[config.mk]
export PLATFORM = sky130hd
export DESIGN_NAME = card_irq_status
export DESIGN_NICKNAME = d
export VERILOG_FILES = /design/src/rtl/card_irq_status.sv
export SDC_FILE = /design/constraint.sdc
export NUM_CORES = 1
export LEC_CHECK = 0
export BUFFER_PORTS_ARGS = -buffer_cell sky130_fd_sc_hd__clkbuf_2
export CAP_MARGIN = 20
export CORE_MARGIN = 2
export CORE_UTILIZATION = 52
export DETAILED_ROUTE_END_ITERATION = 10
export PLACE_DENSITY_LB_ADDON = 0.08
export REMOVE_ABC_BUFFERS = 1
export SETUP_SLACK_MARGIN = 0.3
export SLEW_MARGIN = 0
export SYNTH_ARGS = -nofsm -noshare
export SYNTH_HDL_FRONTEND = slang
export SYNTH_SLANG_ARGS = --single-unit
[constraint.sdc]
create_clock -name clk_i -period 4.9 [get_ports clk_i]
set_input_delay 1.47 -clock clk_i [delete_from_list [all_inputs] [get_ports clk_i]]
set_output_delay 1.47 -clock clk_i [all_outputs]
set_load 0.1 [all_outputs]
[src/rtl/card_irq_status.sv]
module card_irq_status #(
  parameter int ADDR_W = 6,
  parameter logic [ADDR_W-1:0] OFS_CFG   = 'h0D,
  parameter logic [ADDR_W-1:0] OFS_MASK0 = 'h24,
  parameter logic [ADDR_W-1:0] OFS_MASK1 = 'h25,
  parameter logic [ADDR_W-1:0] OFS_STS0  = 'h28,
  parameter logic [ADDR_W-1:0] OFS_STS1  = 'h29
) (
  input  logic              clk_i,
  input  logic              rst_ni,
  input  logic              wr_en_i,
  input  logic [ADDR_W-1:0] addr_i,
  input  logic [7:0]        wr_data_i,
  output logic [7:0]        rd_data_o,
  input  logic [1:0]        xfer_evt_i,
  input  logic [7:0]        cmd_evt_i,
  input  logic              wp_i,
  input  logic              cd_gpi_i,
  input  logic              cd_dat3_i,
  output logic              irq_o
);
  logic [2:0] sts0_q;
  logic [7:0] sts1_q;
  logic [3:0] msk0_q;
  logic [6:0] msk1_q;
  logic [3:0] cfg_q;
  logic       prev_q;
  logic       cd_lvl, cd_present;
  logic [7:0] sts0_view;

  wire wr_s0 = wr_en_i && (addr_i == OFS_STS0);
  wire wr_s1 = wr_en_i && (addr_i == OFS_STS1);
  wire wr_m0 = wr_en_i && (addr_i == OFS_MASK0);
  wire wr_m1 = wr_en_i && (addr_i == OFS_MASK1);
  wire wr_cf = wr_en_i && (addr_i == OFS_CFG);

  assign cd_lvl     = cfg_q[1] ? cd_gpi_i : cd_dat3_i;
  assign cd_present = (cfg_q[1] | cfg_q[2]) & (cfg_q[0] ? cd_lvl : ~cd_lvl);

  wire       ins_rise = cd_present & ~prev_q;
  wire [2:0] s0_clr   = wr_s0 ? {wr_data_i[7], wr_data_i[5], wr_data_i[4]} : 3'b000;
  wire [7:0] s1_clr   = wr_s1 ? wr_data_i : 8'h00;

  always_ff @(posedge clk_i or negedge rst_ni) begin
    if (!rst_ni) begin
      sts0_q <= '0;
      sts1_q <= '0;
      msk0_q <= '0;
      msk1_q <= '0;
      cfg_q  <= '0;
      prev_q <= 1'b0;
    end else begin
      sts0_q <= (sts0_q & ~s0_clr) | {ins_rise, xfer_evt_i[1], xfer_evt_i[0]};
      sts1_q <= (sts1_q & ~s1_clr) | cmd_evt_i;
      prev_q <= cd_present;
      if (wr_m0) msk0_q <= wr_data_i[7:4];
      if (wr_m1) msk1_q <= wr_data_i[7:1];
      if (wr_cf) cfg_q  <= wr_data_i[7:4];
    end
  end

  assign sts0_view = {sts0_q[2], cd_present, sts0_q[1], sts0_q[0],
                      cd_gpi_i, cd_dat3_i, wp_i, 1'b0};

  always_comb begin
    unique case (addr_i)
      OFS_STS0:  rd_data_o = sts0_view;
      OFS_STS1:  rd_data_o = sts1_q;
      OFS_MASK0: rd_data_o = {msk0_q, 4'h0};
      OFS_MASK1: rd_data_o = {msk1_q, 1'b0};
      OFS_CFG:   rd_data_o = {cfg_q, 4'h0};
      default:   rd_data_o = 8'h00;
    endcase
  end

  assign irq_o = cfg_q[3] & ((|(sts0_view[7:4] & msk0_q)) | (|(sts1_q[7:1] & msk1_q)));
endmodule


==> out/metrics.yaml, run 1 <==
sta:
  worstMarginPinSlew_ps: 674
  fmax_ghz: 0.231
  setup_ws_ps: 578
  setup_viol: 0
  relSlewSlack_pct: 55.1
  finalCritPeriodShare_pct: 88.2
  setup_tns_ps: 0
  hold_viol_final: 0
  skew_ps: 6.24
  period_needed_ps: 4320
  slew_violations: 0
  hold_ws_ps: 491
  rsz0062_at_grt: "no"
worst_setup_path:
  crit_path_end_kind: "output pin"
  path_max_fanout: 10
  cp.required_ps: 3430
  r2r_slack_ps: 3710
  critPathKind: "in2out"
  arrival_ps: 2850
  worstSetupStartpointType: "input port"
status:
  status: "finished clean"
synthesis:
  synth_seq_cells: 27
  synth_area_leaders: "dfrtp_1, mux2_2, a21o_1"
  synthTopCellsByCount: "dfrtp_1, mux2_2, nand2_1, a21o_1, a22oi_1"
  synth.yosys.seq_area_share_pct: 48.4
  yosys.area.top_type: "dfrtp_1"
  ys_types: 25
  async_reset_ff_share_pct: 100
  yosysWarnings: 0
  netlist.area_leader.share_pct: 48.4
  yosysMostFrequentCell: "dfrtp_1"
  synth_edf_count: 0
  synth_top_flop_cell: "dfrtp_1"
  avgSynthCellArea_um2: 12.0
  syn_inst: 116
  synth_area_mm2: 0.00140
placed_design:
  hpwl_mm: 2.31
  dp_slack_ps: 611
  port_buffers: 38
  gp_congestion: 0.879
power:
  p_per_area_mw_per_mm2: 266
  irDropWorstVdd_uv: 211
  p_leak_nw: 0.786
layout:
  area_growth_pct: 19.8
  nNetsFinal: 189
  drive_gt1_share_pct: 43.0
  antenna_cells: 0
  fillers: 235
cts:
  clock-sinks: 27
  cts_hold_buffers: 0
  htree_levels: 1
  cts_tree: "yes"
  post_cts_resized: 0
  cts.clk_slew.worst_paths_ps: 140
  numCtsBuffers: 3
  cts_root_buf: "clkbuf_4"
  cts_buffer_depth: 2
  clock_latency_ps: 320
  post_cts_buffers: 0
routing:
  top_layer: "met4"
  drtPass1Iterations: 4
  wl_per_cell_um: 16.5
  drt_wl_total_mm: 3.11
  ant_nets: 0
  vias_per_cell: 5.91
  vias: 1111
  drcViolationCount: 0
  first_iter_violations: 59
  wl_met3_um: 140
  dr_wl_met2_mm: 1.54
  wl_met1_mm: 1.41
floorplan:
  die_x_um: 55.8
  start_util_pct: 55.4
  io_pins: 39
  coreArea_mm2: 0.00252
  die_y_um: 55.8
  fp-row-count: 18
  die_area_mm2: 0.00312
min_path:
  hp-class: "reg2reg"
grt:
  grt_pass1_vias: 1084
  overflow: 0
  grt_max_degree: 28
  antenna_found_initial: 0
  grt_use_total_pct: 21.8
  grt_pass1_wl_mm: 5.29
job:
  cap_violations: 0
placed cells by master, fill, tap and decap left out, drive strengths merged:
cell type and n:
nand4bb 3, buf 9, a31oi 1, a21o 10, a22o 3, nor3 3, clkbuf 34, a222oi 3
nor2b 1, mux2 15, xnor2 2, dfrtp 27, and2 1, nand3 7, nor2 3, a221oi 2
nand2b 1, nand2 17, inv 6, a22oi 10
critical path: stages:
cell	delay [ps]
clkbuf_2	120
nand4bb_2	310
nor3_4	410
a222oi_1	170
inv_1	80
buf_4	280
state kept, by name, indices dropped and copies added, names as in the netlist:
signal and cells:
sts1_q 8, prev_q 1, msk0_q 4, cfg_q 4, msk1_q 7, sts0_q 3
cells by family (layout without fill, tap and decap cells):
logic type	Yosys count	count (layout)	share of synthesized area, %
simple gates	36	36	19.8
compound gates	29	29	16.5
flops	27	27	48.4
mux	15	15	12.1
buf+inv	7	49	1.97
xor+xnor	2	2	1.25
layer usage:
metal  track usage [%]  vias to the layer above
met5                 0                        -
met4              5.78                        0
met3              3.95                        2
met2              35.2                       33
met1              30.5                      556
li1                  -                      520
cell type report:
type                    count  area (µm²)  area share (%)
flip-flops and latches     27         676            40.4
multi-input cells          82         693            41.4
clock buffers               4        26.3            1.57
inverters                   6        22.5            1.35
well taps                  30        37.5            2.24
repair buffers             39         218            13.0
where the power goes:
group,leakage [nW],internal [mW],switching (mW)
clock,0.0150,0.0318,0.0644
sequential,0.310,0.242,0.0158
combinational,0.461,0.0387,0.0520
total,0.786,0.313,0.132
stage by stage:
step | util [%] | cell area [µm²] | std cells | total power, mW
after floorplan | - | 1390 | 115 | 0.317
after global placement | 65.3 | 1650 | 184 | 0.351
after detailed placement | 65.3 | 1650 | 184 | 0.353
after CTS | 66.3 | 1670 | 188 | 0.448
after global routing | 66.3 | 1670 | 188 | 0.468
final | 66.3 | 1670 | 188 | 0.445
path summary, 6_finish.rpt:
path,start,end,cells past startpoint
max,addr_i[2],rd_data_o[3],6
min,sts1_q[0],sts1_q[0],1
max reg2reg,cfg_q[0],sts0_q[2],3
min reg2reg,sts1_q[0],sts1_q[0],1
max in group asynchronous,rst_ni,msk0_q[3],1
min in group asynchronous,rst_ni,sts0_q[0],1
(Power assumes the default switching activity.)
==> run 2, diff against run 1 <==
--- a/config.mk
+++ b/config.mk
@@ -8,8 +8,9 @@
 export BUFFER_PORTS_ARGS = -buffer_cell sky130_fd_sc_hd__clkbuf_2
 export CAP_MARGIN = 20
 export CORE_MARGIN = 2
-export CORE_UTILIZATION = 52
+export CORE_UTILIZATION = 51
 export DETAILED_ROUTE_END_ITERATION = 10
+export MAX_ROUTING_LAYER = met4
 export PLACE_DENSITY_LB_ADDON = 0.08
 export REMOVE_ABC_BUFFERS = 1
 export SETUP_SLACK_MARGIN = 0.3
==> constraint.sdc (replaced) <==
create_clock -name clk_i -period 4.8 [get_ports clk_i]
set_input_delay 1.44 -clock clk_i [delete_from_list [all_inputs] [get_ports clk_i]]
set_output_delay 1.44 -clock clk_i [all_outputs]
set_load 0.1 [all_outputs]
==> run 2 against run 1 <==
Setup slack improved by 3.4 ps. Largest cell class unchanged. Critical endpoint unchanged. Sequential share of layout area decreased by 2.0 points. Global-route usage increased by 0.55 points. Die area increased by 1.8%. Clock-buffer cell count unchanged. Routed wire length increased by 1.5%. Non-clock buffer count unchanged. First-iteration DRC count decreased by 8.5%. Register-to-register slack got worse by 90 ps.
==> out/metrics.yaml, run 2 (synthesis gave the netlist of run 1 again) <==
grt:
  grt_pass1_wl_mm: 5.32
  antenna_found_initial: 0
  overflow: 0
  grt_max_degree: 28
  grt_pass1_vias: 1081
  grt_use_total_pct: 22.3
sta:
  hold_viol_final: 0
  setup_tns_ps: 0
  finalCritPeriodShare_pct: 87.9
  setup_viol: 0
  relSlewSlack_pct: 54.1
  setup_ws_ps: 581
  slew_violations: 0
  skew_ps: 7.08
  rsz0062_at_grt: "no"
  fmax_ghz: 0.237
  period_needed_ps: 4220
  worstMarginPinSlew_ps: 688
power:
  p_total_mw: 0.459
  swShare_pct: 29.7
  pwr-share-seq_pct: 57.4
  p_per_area_mw_per_mm2: 261
  intPower_mw: 0.322
  p_leak_nw: 0.805
  pwr-share-comb_pct: 21.0
  power.switching_mw: 0.136
  power_frac_clock_pct: 21.6
  irDropWorstVdd_uv: 213
floorplan:
  die_area_mm2: 0.00317
  die_x_um: 56.3
  fp-row-count: 18
  io_pins: 39
  coreArea_mm2: 0.00254
  die_y_um: 56.3
  start_util_pct: 54.9
routing:
  wl_per_cell_um: 16.8
  vias: 1095
  vias_per_cell: 5.82
  drcViolationCount: 0
  ant_nets: 0
  drt_wl_total_mm: 3.16
  first_iter_violations: 54
  drtPass1Iterations: 5
cts:
  cts_tree: "yes"
  cts_root_buf: "clkbuf_4"
  htree_levels: 1
  numCtsBuffers: 3
  cts.clk_slew.worst_paths_ps: 150
  cts_buffer_depth: 2
  post_cts_buffers: 0
  cts_hold_buffers: 0
  clock-sinks: 27
  post_cts_resized: 0
  clock_latency_ps: 320
worst_setup_path:
  arrival_ps: 2780
  cp.required_ps: 3360
  path_max_fanout: 10
  critPathKind: "in2out"
  crit_path_end_kind: "output pin"
  r2r_cells: 3
  worstSetupStartpointType: "input port"
placed_design:
  gp_congestion: 0.795
  port_buffers: 38
  hpwl_mm: 2.35
  placed_cells: 184
  placed_area_mm2: 0.00173
  dp_slack_ps: 586
job:
  cap_violations: 0
layout:
  largest_reg_flops: 8
  fin_cells: 188
  stdcell_area_mm2: 0.00176
  area_growth_pct: 26.1
  regMostFlops: "sts1_q"
  reg.largest.list: "sts1_q (8), msk1_q (7)"
  nNetsFinal: 189
  final_common_cell: "clkbuf_2"
  antenna_cells: 0
  drive_gt1_share_pct: 43.0
  final_cell_mix: "clkbuf_2, dfrtp_1, mux2_2"
min_path:
  hp-class: "reg2reg"
  holdPathStages: 1
status:
  status: "finished clean"
## run 2: cell counts in the layout (fill, tap and decap cells not counted)
Identical to the previous run, type by type.
## run 2: path summary, 6_finish.rpt
| kind | from | endpoint | slack (ps) |
|---|---|---|---|
| max in group asynchronous | rst_ni | cfg_q[3] | 3230 |
| worst max register to register | cfg_q[0] | sts0_q[2] | 3620 |
| worst min register to register | sts1_q[0] | sts1_q[0] | 490 |
| worst min-delay path | sts1_q[0] | sts1_q[0] | 490 |
| worst max-delay path | addr_i[2] | rd_data_o[3] | 580 |
| min in group asynchronous | rst_ni | sts0_q[2] | 1130 |
## run 2: power groups by stage
stage               clock [mW]  sequential, mW  combinational [mW]
finish                  0.0989           0.263              0.0964
global route             0.109           0.267               0.104
CTS                      0.100           0.263              0.0970
detailed placement           0           0.267              0.0964
global placement             0           0.266              0.0943
floorplan                    0           0.263              0.0613
## run 2: worst max-delay path, cell delays in order
cell and delay [ps]:
clkbuf_2 120, nand4bb_2 310, nor3_4 410, a222oi_1 170, inv_1 140, buf_12 180
## run 2: per-layer routing
metal	wire, µm	global-route usage (%)	up-vias
li1	-	-	518
met1	1370	32.0	527
met2	1520	34.1	46
met3	237	3.00	4
met4	32	5.10	0
met5	0	-	-
## run 2: area by class of cell
| cell class | count | area (µm²) |
|---|---|---|
| Multi-Input combinational cell | 82 | 693 |
| Fill cell | 196 | 785 |
| Tap cell | 30 | 37.5 |
| Sequential cell | 27 | 676 |
| Clock buffer | 4 | 26.3 |
| Inverter | 6 | 22.5 |
| Timing Repair Buffer | 39 | 305 |
## run 2: metrics by stage
step / hold slack, ps / util (%)
floorplan: 441 / -
global placement: 452 / 68.1
detailed placement: 463 / 68.1
CTS: 494 / 69.2
global route: 512 / 69.2
finish: 487 / 69.2
